==> src/rtl/i2s_rx_pkg.sv <==
package i2s_rx_pkg;

   // One bit per format code, bit index = code.
   localparam logic [7:0] FMT_WIDE_SLOT   = 8'h0F; // codes 0..3 use the long slot
   localparam logic [7:0] FMT_LONG_WORD   = 8'h9B; // codes 0,1,3,4,7 carry the long word
   localparam logic [7:0] FMT_RIGHT_ALIGN = 8'hCC; // codes 2,3,6,7 end on the last slot bit
   localparam logic [7:0] FMT_ONE_BIT_LAG = 8'h02; // only code 1 lags one bit clock
   localparam logic [2:0] FMT_RESERVED    = 3'd5;

   typedef enum logic {
      CH_LEFT  = 1'b0,
      CH_RIGHT = 1'b1
   } chan_e;

endpackage

==> src/rtl/i2s_rx_sync.sv <==
module i2s_rx_sync #(
   parameter int STAGES = 2,
   parameter int WIDTH  = 1
) (
   input  logic             clk,
   input  logic             rst_n,
   input  logic [WIDTH-1:0] d,
   output logic [WIDTH-1:0] q
);

   if (STAGES < 1) begin : g_bad_stages
      $error("i2s_rx_sync: STAGES must be at least 1");
   end

   logic [WIDTH-1:0] chain [STAGES];

   for (genvar i = 0; i < STAGES; i++) begin : g_stage
      if (i == 0) begin : g_first
         always_ff @(posedge clk) begin
            if (!rst_n) chain[0] <= '0;
            else        chain[0] <= d;
         end
      end else begin : g_next
         always_ff @(posedge clk) begin
            if (!rst_n) chain[i] <= '0;
            else        chain[i] <= chain[i-1];
         end
      end
   end

   assign q = chain[STAGES-1];

endmodule

==> src/rtl/i2s_rx_edge.sv <==
module i2s_rx_edge #(
   parameter int SYNC_STAGES = 2
) (
   input  logic clk,
   input  logic rst_n,
   input  logic bclk_raw,
   input  logic fclk_raw,
   input  logic sdata_raw,
   input  logic sample_on_rise,
   output logic bit_stb,
   output logic fclk_q,
   output logic sdata_q
);

   logic [2:0] pins_q;
   logic       bclk_q;
   logic       bclk_prev;

   // The generate picks between a synchronized and a direct input path.
   if (SYNC_STAGES > 0) begin : g_sync
      i2s_rx_sync #(
         .STAGES (SYNC_STAGES),
         .WIDTH  (3)
      ) u_sync (
         .clk   (clk),
         .rst_n (rst_n),
         .d     ({bclk_raw, fclk_raw, sdata_raw}),
         .q     (pins_q)
      );
   end else begin : g_direct
      assign pins_q = {bclk_raw, fclk_raw, sdata_raw};
   end

   assign bclk_q  = pins_q[2];
   assign fclk_q  = pins_q[1];
   assign sdata_q = pins_q[0];

   always_ff @(posedge clk) begin
      if (!rst_n) bclk_prev <= 1'b0;
      else        bclk_prev <= bclk_q;
   end

   always_comb begin
      if (sample_on_rise) bit_stb = bclk_q & ~bclk_prev;
      else                bit_stb = ~bclk_q & bclk_prev;
   end

   // one strobe per active edge, never two cycles in a row
   p_strobe_spaced_r5: assert property (@(posedge clk) disable iff (!rst_n)
      bit_stb |=> !bit_stb);

endmodule

==> src/rtl/i2s_rx_fmt.sv <==
module i2s_rx_fmt
   import i2s_rx_pkg::*;
#(
   parameter int WIDE_SLOT   = 32,
   parameter int NARROW_SLOT = 24,
   parameter int LONG_WORD   = 24,
   parameter int SHORT_WORD  = 16,
   parameter int LEN_W       = 6
) (
   input  logic [2:0]       fmt_mode,
   output logic [LEN_W-1:0] start_pos,
   output logic [LEN_W-1:0] last_pos,
   output logic             is_long,
   output logic             fmt_ok
);

   logic [LEN_W-1:0] tbl_start [8];
   logic [LEN_W-1:0] tbl_last  [8];

   // Build the window of every format code at elaboration time.
   for (genvar m = 0; m < 8; m++) begin : g_code
      localparam int SLEN = FMT_WIDE_SLOT[m] ? WIDE_SLOT : NARROW_SLOT;
      localparam int WLEN = FMT_LONG_WORD[m] ? LONG_WORD : SHORT_WORD;
      localparam int FIRST = FMT_RIGHT_ALIGN[m] ? (SLEN - WLEN)
                                                : (FMT_ONE_BIT_LAG[m] ? 1 : 0);
      localparam int FINAL = FIRST + WLEN - 1;
      assign tbl_start[m] = LEN_W'(FIRST);
      assign tbl_last[m]  = LEN_W'(FINAL);
   end

   assign start_pos = tbl_start[fmt_mode];
   assign last_pos  = tbl_last[fmt_mode];
   assign is_long   = FMT_LONG_WORD[fmt_mode];
   assign fmt_ok    = (fmt_mode != FMT_RESERVED);

endmodule

==> src/rtl/i2s_rx_slot.sv <==
module i2s_rx_slot
   import i2s_rx_pkg::*;
#(
   parameter int WIDE_SLOT  = 32,
   parameter int LEN_W      = 6,
   parameter int OUT_W      = 24,
   parameter int SHORT_WORD = 16
) (
   input  logic             clk,
   input  logic             rst_n,
   input  logic             bit_stb,
   input  logic             fclk_q,
   input  logic             sdata_q,
   input  logic             left_when_high,
   input  logic [LEN_W-1:0] start_pos,
   input  logic [LEN_W-1:0] last_pos,
   input  logic             is_long,
   input  logic             fmt_ok,
   output logic             cap_stb,
   output chan_e            cap_chan,
   output logic [OUT_W-1:0] cap_word,
   output logic             cap_short
);

   localparam int               PAD_W   = OUT_W - SHORT_WORD;
   localparam logic [LEN_W-1:0] POS_MAX = LEN_W'(WIDE_SLOT);

   logic             seen_q;
   logic             locked_q;
   chan_e            prev_ch_q;
   logic [LEN_W-1:0] pos_q;
   logic [OUT_W-1:0] shreg_q;

   chan_e            ch_now;
   logic             ch_turn;
   logic             lock_now;
   logic [LEN_W-1:0] cur_pos;
   logic             in_win;
   logic             hit_last;
   logic [OUT_W-1:0] base_word;
   logic [OUT_W-1:0] shift_nx;
   logic [OUT_W-1:0] pad_word;

   always_comb begin
      ch_now    = chan_e'(fclk_q ^ left_when_high);
      ch_turn   = seen_q && (ch_now != prev_ch_q);
      lock_now  = locked_q || ch_turn;
      cur_pos   = ch_turn ? '0 : pos_q;
      in_win    = lock_now && fmt_ok && (cur_pos >= start_pos) && (cur_pos <= last_pos);
      hit_last  = in_win && (cur_pos == last_pos);
      base_word = ch_turn ? '0 : shreg_q;
      shift_nx  = in_win ? {base_word[OUT_W-2:0], sdata_q} : base_word;
      pad_word  = is_long ? shift_nx
                          : {shift_nx[SHORT_WORD-1:0], {PAD_W{1'b0}}};
   end

   always_ff @(posedge clk) begin
      if (!rst_n) begin
         seen_q    <= 1'b0;
         locked_q  <= 1'b0;
         prev_ch_q <= CH_LEFT;
         pos_q     <= '0;
         shreg_q   <= '0;
         cap_stb   <= 1'b0;
         cap_chan  <= CH_LEFT;
         cap_word  <= '0;
         cap_short <= 1'b0;
      end else begin
         cap_stb <= 1'b0;
         if (bit_stb) begin
            seen_q    <= 1'b1;
            prev_ch_q <= ch_now;
            locked_q  <= lock_now;
            pos_q     <= (cur_pos == POS_MAX) ? POS_MAX : cur_pos + LEN_W'(1);
            shreg_q   <= shift_nx;
            if (hit_last) begin
               cap_stb   <= 1'b1;
               cap_chan  <= ch_now;
               cap_word  <= pad_word;
               cap_short <= !is_long;
            end
         end
      end
   end

   // a frame-clock change restarts slot counting at position 0
   p_slot_restart_r1: assert property (@(posedge clk) disable iff (!rst_n)
      (bit_stb && ch_turn) |=> (pos_q == LEN_W'(1)));

   // no word is captured before frame alignment
   p_capture_aligned_r10: assert property (@(posedge clk) disable iff (!rst_n)
      cap_stb |-> locked_q);

endmodule

==> src/rtl/i2s_rx.sv <==
module i2s_rx
   import i2s_rx_pkg::*;
#(
   parameter int SYNC_STAGES = 2,
   parameter int WIDE_SLOT   = 32,
   parameter int NARROW_SLOT = 24,
   parameter int LONG_WORD   = 24,
   parameter int SHORT_WORD  = 16
) (
   input  logic                 clk,
   input  logic                 rst_n,
   input  logic                 bclk_in,
   input  logic                 fclk_in,
   input  logic                 sdata_in,
   input  logic [2:0]           fmt_mode,
   input  logic                 sample_on_rise,
   input  logic                 left_when_high,
   output logic [LONG_WORD-1:0] left_word,
   output logic [LONG_WORD-1:0] right_word,
   output logic                 pair_valid,
   output logic                 fmt_err
);

   localparam int OUT_W = LONG_WORD;
   localparam int PAD_W = OUT_W - SHORT_WORD;
   localparam int LEN_W = $clog2(WIDE_SLOT + 1);

   if (SHORT_WORD < 1 || SHORT_WORD >= LONG_WORD) begin : g_bad_words
      $error("i2s_rx: SHORT_WORD must be positive and below LONG_WORD");
   end
   if (LONG_WORD > NARROW_SLOT) begin : g_bad_narrow
      $error("i2s_rx: LONG_WORD must fit in NARROW_SLOT");
   end
   if (NARROW_SLOT >= WIDE_SLOT || LONG_WORD + 1 > WIDE_SLOT) begin : g_bad_wide
      $error("i2s_rx: WIDE_SLOT must exceed NARROW_SLOT and hold a lagged word");
   end

   logic             bit_stb;
   logic             fclk_q;
   logic             sdata_q;
   logic [LEN_W-1:0] start_pos;
   logic [LEN_W-1:0] last_pos;
   logic             is_long;
   logic             fmt_ok;
   logic             cap_stb;
   chan_e            cap_chan;
   logic [OUT_W-1:0] cap_word;
   logic             cap_short;

   logic [OUT_W-1:0] left_hold_q;
   logic             have_left_q;
   logic             out_short_q;

   i2s_rx_edge #(
      .SYNC_STAGES (SYNC_STAGES)
   ) u_edge (
      .clk            (clk),
      .rst_n          (rst_n),
      .bclk_raw       (bclk_in),
      .fclk_raw       (fclk_in),
      .sdata_raw      (sdata_in),
      .sample_on_rise (sample_on_rise),
      .bit_stb        (bit_stb),
      .fclk_q         (fclk_q),
      .sdata_q        (sdata_q)
   );

   i2s_rx_fmt #(
      .WIDE_SLOT   (WIDE_SLOT),
      .NARROW_SLOT (NARROW_SLOT),
      .LONG_WORD   (LONG_WORD),
      .SHORT_WORD  (SHORT_WORD),
      .LEN_W       (LEN_W)
   ) u_fmt (
      .fmt_mode  (fmt_mode),
      .start_pos (start_pos),
      .last_pos  (last_pos),
      .is_long   (is_long),
      .fmt_ok    (fmt_ok)
   );

   i2s_rx_slot #(
      .WIDE_SLOT  (WIDE_SLOT),
      .LEN_W      (LEN_W),
      .OUT_W      (OUT_W),
      .SHORT_WORD (SHORT_WORD)
   ) u_slot (
      .clk            (clk),
      .rst_n          (rst_n),
      .bit_stb        (bit_stb),
      .fclk_q         (fclk_q),
      .sdata_q        (sdata_q),
      .left_when_high (left_when_high),
      .start_pos      (start_pos),
      .last_pos       (last_pos),
      .is_long        (is_long),
      .fmt_ok         (fmt_ok),
      .cap_stb        (cap_stb),
      .cap_chan       (cap_chan),
      .cap_word       (cap_word),
      .cap_short      (cap_short)
   );

   always_ff @(posedge clk) begin
      if (!rst_n) begin
         left_hold_q <= '0;
         have_left_q <= 1'b0;
         out_short_q <= 1'b0;
         left_word   <= '0;
         right_word  <= '0;
         pair_valid  <= 1'b0;
         fmt_err     <= 1'b0;
      end else begin
         pair_valid <= 1'b0;
         fmt_err    <= !fmt_ok;
         if (cap_stb) begin
            if (cap_chan == CH_LEFT) begin
               left_hold_q <= cap_word;
               have_left_q <= 1'b1;
            end else begin
               have_left_q <= 1'b0;
               if (have_left_q && fmt_ok) begin
                  left_word   <= left_hold_q;
                  right_word  <= cap_word;
                  out_short_q <= cap_short;
                  pair_valid  <= 1'b1;
               end
            end
         end
      end
   end

   // the reserved code never yields a pair
   p_err_blocks_valid_r9: assert property (@(posedge clk) disable iff (!rst_n)
      fmt_err |-> !pair_valid);

   // the pair strobe lasts one cycle
   p_valid_pulse_r10: assert property (@(posedge clk) disable iff (!rst_n)
      pair_valid |=> !pair_valid);

   // short words carry zero padding in the low bits
   p_short_pad_r8: assert property (@(posedge clk) disable iff (!rst_n)
      (pair_valid && out_short_q) |->
         (left_word[PAD_W-1:0] == '0 && right_word[PAD_W-1:0] == '0));

endmodule

==> config.mk <==
export PLATFORM = sky130hd
export DESIGN_NAME = i2s_rx
export DESIGN_NICKNAME = d
export VERILOG_FILES = /design/src/rtl/i2s_rx_pkg.sv /design/src/rtl/i2s_rx_sync.sv /design/src/rtl/i2s_rx_edge.sv /design/src/rtl/i2s_rx_fmt.sv /design/src/rtl/i2s_rx_slot.sv /design/src/rtl/i2s_rx.sv
export SDC_FILE = /design/constraint.sdc
export NUM_CORES = 1
export LEC_CHECK = 0
export BUFFER_PORTS_ARGS = -buffer_cell sky130_fd_sc_hd__buf_2
export CAP_MARGIN = 20
export CORE_ASPECT_RATIO = 0.8
export CORE_UTILIZATION = 50
export DETAILED_ROUTE_END_ITERATION = 10
export GPL_TIMING_DRIVEN = 0
export PLACE_DENSITY = 0.71
export SLEW_MARGIN = 20
export SYNTH_ARGS = -nofsm -noshare
export SYNTH_HDL_FRONTEND = slang
export SYNTH_SLANG_ARGS = --single-unit
==> constraint.sdc <==
create_clock -name clk -period 3.7 [get_ports clk]
set_clock_uncertainty 0.05 [all_clocks]
set_input_delay 0.37 -clock clk [delete_from_list [all_inputs] [get_ports clk]]
set_output_delay 0.37 -clock clk [all_outputs]
set_load 0.02 [all_outputs]
==> flow_summary.toml <==
[outcome]
status = "finished with violations"
violated_checks = "design-rule violations"

[floorplanning]
die_area_sq_mm = 0.0127
start_util = 0.521
num_io_pins = 60
die_w_microns = 126
dieHeight_microns = 101
placeableCoreArea_sq_mm = 0.0117
placement_rows = 35

[global_route]
antenna_violations_before_repair = 0
globalRoute.totalOverflow = 0
grt_pass1_wl_mm = 27.4
groute.usage.overall = 0.279
grt_max_degree = 17
via_count_of_the_first_global_routing_pass = 5383

[worst_setup_path]
worst-r2r-cell-count = 11
critical_path.most_common_cell = "sky130_fd_sc_hd__and3_1"
timing.critical_path.slowest_stage_cell = "sky130_fd_sc_hd__xor3_2"
rr_startpoint = "u_slot.prev_ch_q"
crit_path_max_fanout = 15
crit_path_max_incr_delay_ns = 0.48
cp-startpoint = "u_slot.prev_ch_q"
timing_worst_setup_path_type = "reg -> reg"
worst_ep_required_time_ns = 4.00
setup.worst_path.start_class = "flip-flop"
worst_setup_path_end_kind = "flip-flop"
worstPathArrival_ns = 3.89
critical_path_cell_by_cell = "xor3_2 > nand2_2 > and2_1 > ha_1 > and3_1 > and3_1 > a31oi_2 > clkbuf_1 > nand3_1 > a211o_1 > a21oi_1"

[layout]
finalCoreUtilization = 0.615
final_cell_count_no_fill = 980
syn2layout_area_growth_pct = 18.0
antenna-diode-count = 0
most-common-layout-cells = "sky130_fd_sc_hd__nand2_1 (185), sky130_fd_sc_hd__dfxtp_1 (141), sky130_fd_sc_hd__a21oi_1 (113)"
leading_cell_type_in_the_layout_fill_and_taps_excluded = "sky130_fd_sc_hd__nand2_1"
final_nets = 842
seq_area_sq_mm = 0.00282
multi_input_comb_area_sq_mm = 0.00304
fraction_of_final_layout_cells_sized_beyond_drive_strength_1 = 0.155
n_fill_cell = 1062

[timing]
timing_worst_slew_pin_value_ns = 0.701
slew_viol_final = 0
hold_viol_final = 0
timing.final.crit_share = 0.970
postLayoutSetupSlackWorst_ns = 0.112
max_slew_margin = 0.532
finalSetupTns_ns = 0
finalSetupViolations = 0
rsz0062_at_grt = "false"
maximum_frequency_from_static_timing_analysis_ghz = 0.279
final_period_minus_worst_setup_slack_ns = 3.59

[worst_hold_path]
worst_hold_startpoint = "bclk_in"
worstHoldPathCells = 2
hold_path.class = "in -> reg"

[synthesis]
postSynth.topFlopCell = "sky130_fd_sc_hd__dfxtp_1"
yosys_warnings = 0
synth_nets = 764
postSynthCellCount = 741
count_of_distinct_cell_types_in_the_synthesized_netlist = 48
synthesis.area_per_instance_sq_um = 8.26
synth_sequential_area_ratio = 0.461
synth-edff-count = 0
async_flop_share = 0
syn-cell-area_sq_mm = 0.00612
ys_seq_elements = 141

[power_and_ir_drop]
maximum_resistive_drop_on_vdd_mv = 0.392
p_total_mw = 3.32
power_density_mw_per_mm2 = 460
leakage_nw = 2.56

[route]
post_drt_wl_per_cell_microns = 17.4
detail_route.drc_violations = 5
dr.first_iter.drc_count = 618
drt-vias-per-instance = 5.93
drt_first_pass_iters = 11
total_wirelength_mm = 17.0
final_antenna_net_count = 0
vias = 5808

[clock_tree]
numCtsBuffers = 17
tritoncts = "yes"
cts.sink_count = 141
cts_root_buffer = "sky130_fd_sc_hd__clkbuf_16"
clkSlewWorstSetupHoldPaths_ns = 0.07
clock_insertion_delay_worst_skew_ns = 0.42
max-clock-path-buffers = 2
h_tree_depth = 4

[place]
placed_cells = 947
finalWeightedCongestion = 0.925
place.detailed.hpwl_mm = 12.6
place_ws_ns = -0.448
port_buffers = 58

[job]
maxCapViolations = 0
-- power breakdown --
part / switching (mW) / internal (mW)
combinational: 0.0995 / 0.0359
sequential: 0.00345 / 1.52
clock: 0.713 / 0.947
total: 0.816 / 2.51
-- registers in the layout, indices dropped and copies added (netlist names) --
name and cells:
fmt_err 1, have_left_q 1, left_hold_q 24, left_word 24, pair_valid 1, right_word 24
u_edge.bclk_prev 1, u_edge.g_sync.u_sync.chain 6, u_slot.cap_chan 1, u_slot.cap_stb 1, u_slot.cap_word 24, u_slot.locked_q 1
u_slot.pos_q 6, u_slot.prev_ch_q 1, u_slot.seen_q 1, u_slot.shreg_q 24
-- path summary, 6_finish.rpt --
kind | to | slack, ns
worst max-delay path | u_slot.cap_word[0] | 0.11
worst min-delay path | u_edge.g_sync.u_sync.chain[0][2] | 0.10
worst max register to register | u_slot.cap_word[0] | 0.11
worst min register to register | u_edge.g_sync.u_sync.chain[1][0] | 0.38
-- critical path, delay by kind of cell, from the launching register on --
kind                       cells  cell delay [ns]
adders and majority gates      1             0.26
xor gates and xnor gates       1             0.48
and+or+nand+nor                5             1.04
buffers and inverters          1             0.45
AOI/OAI and AO/OA              3             0.89
DFF                            1             0.33
-- synth_stat cells, drive strengths merged, types with 2 or more instances --
master,number,area (sq um)
nand2,186,698
dfxtp,141,2820
a21oi,113,566
clkbuf,48,180
and2,35,221
a21o,29,218
nand4,25,163
nand3,23,115
o31ai,23,173
o221ai,15,194
ha,13,163
nor2,13,48.8
o21ai,11,55.1
buf,10,67.6
inv,9,33.8
and3,6,37.5
nand2b,6,45.0
nor2b,4,25.0
a31oi,3,18.8
o21a,3,22.5
or3,3,18.8
a211oi,2,15.0
mux2i,2,20.0
or4,2,15.0
-- routing by layer --
layer / track usage / share of wire / up-vias
met4: 0.101 / 0.018 / 0
met3: 0.0626 / 0.096 / 32
met2: 0.432 / 0.43 / 282
li1: - / - / 2748
met5: 0 / 0 / -
met1: 0.382 / 0.45 / 2746
-- cell families after synthesis --
family | share of synthesized area
mux | 0.00327
buf+inv | 0.0460
simple gates | 0.230
flops | 0.461
compound gates | 0.227
fa+ha+maj | 0.0266
xor+xnor | 0.00552
-- area by class of cell --
type | instances | share of cell area
clock buffers | 17 | 0.0589
flip-flops and latches | 141 | 0.391
inverters | 9 | 0.00468
well taps | 148 | 0.0257
multi-input cells | 533 | 0.421
repair buffers | 60 | 0.0423
clock inverters | 15 | 0.0215
plain buffers | 57 | 0.0345
-- through the flow --
step | cell area, sq um | hold slack (ns)
finish | 7220 | 0.102
floorplan | 6120 | 0.362
detailed placement | 6600 | 0.368
global route | 7220 | 0.111
CTS | 7190 | 0.0949
global placement | 6600 | 0.364
-- what timing repair did --
item / in CTS / in global routing
cloned: 0 / 0
resized for setup: 3 / 9
pin swaps: 0 / 1
endpoints found under the setup margin: 44 / 45
buffers inserted: 0 / 2
hold buffers: 0 / 0
(Power assumes the default switching activity.)
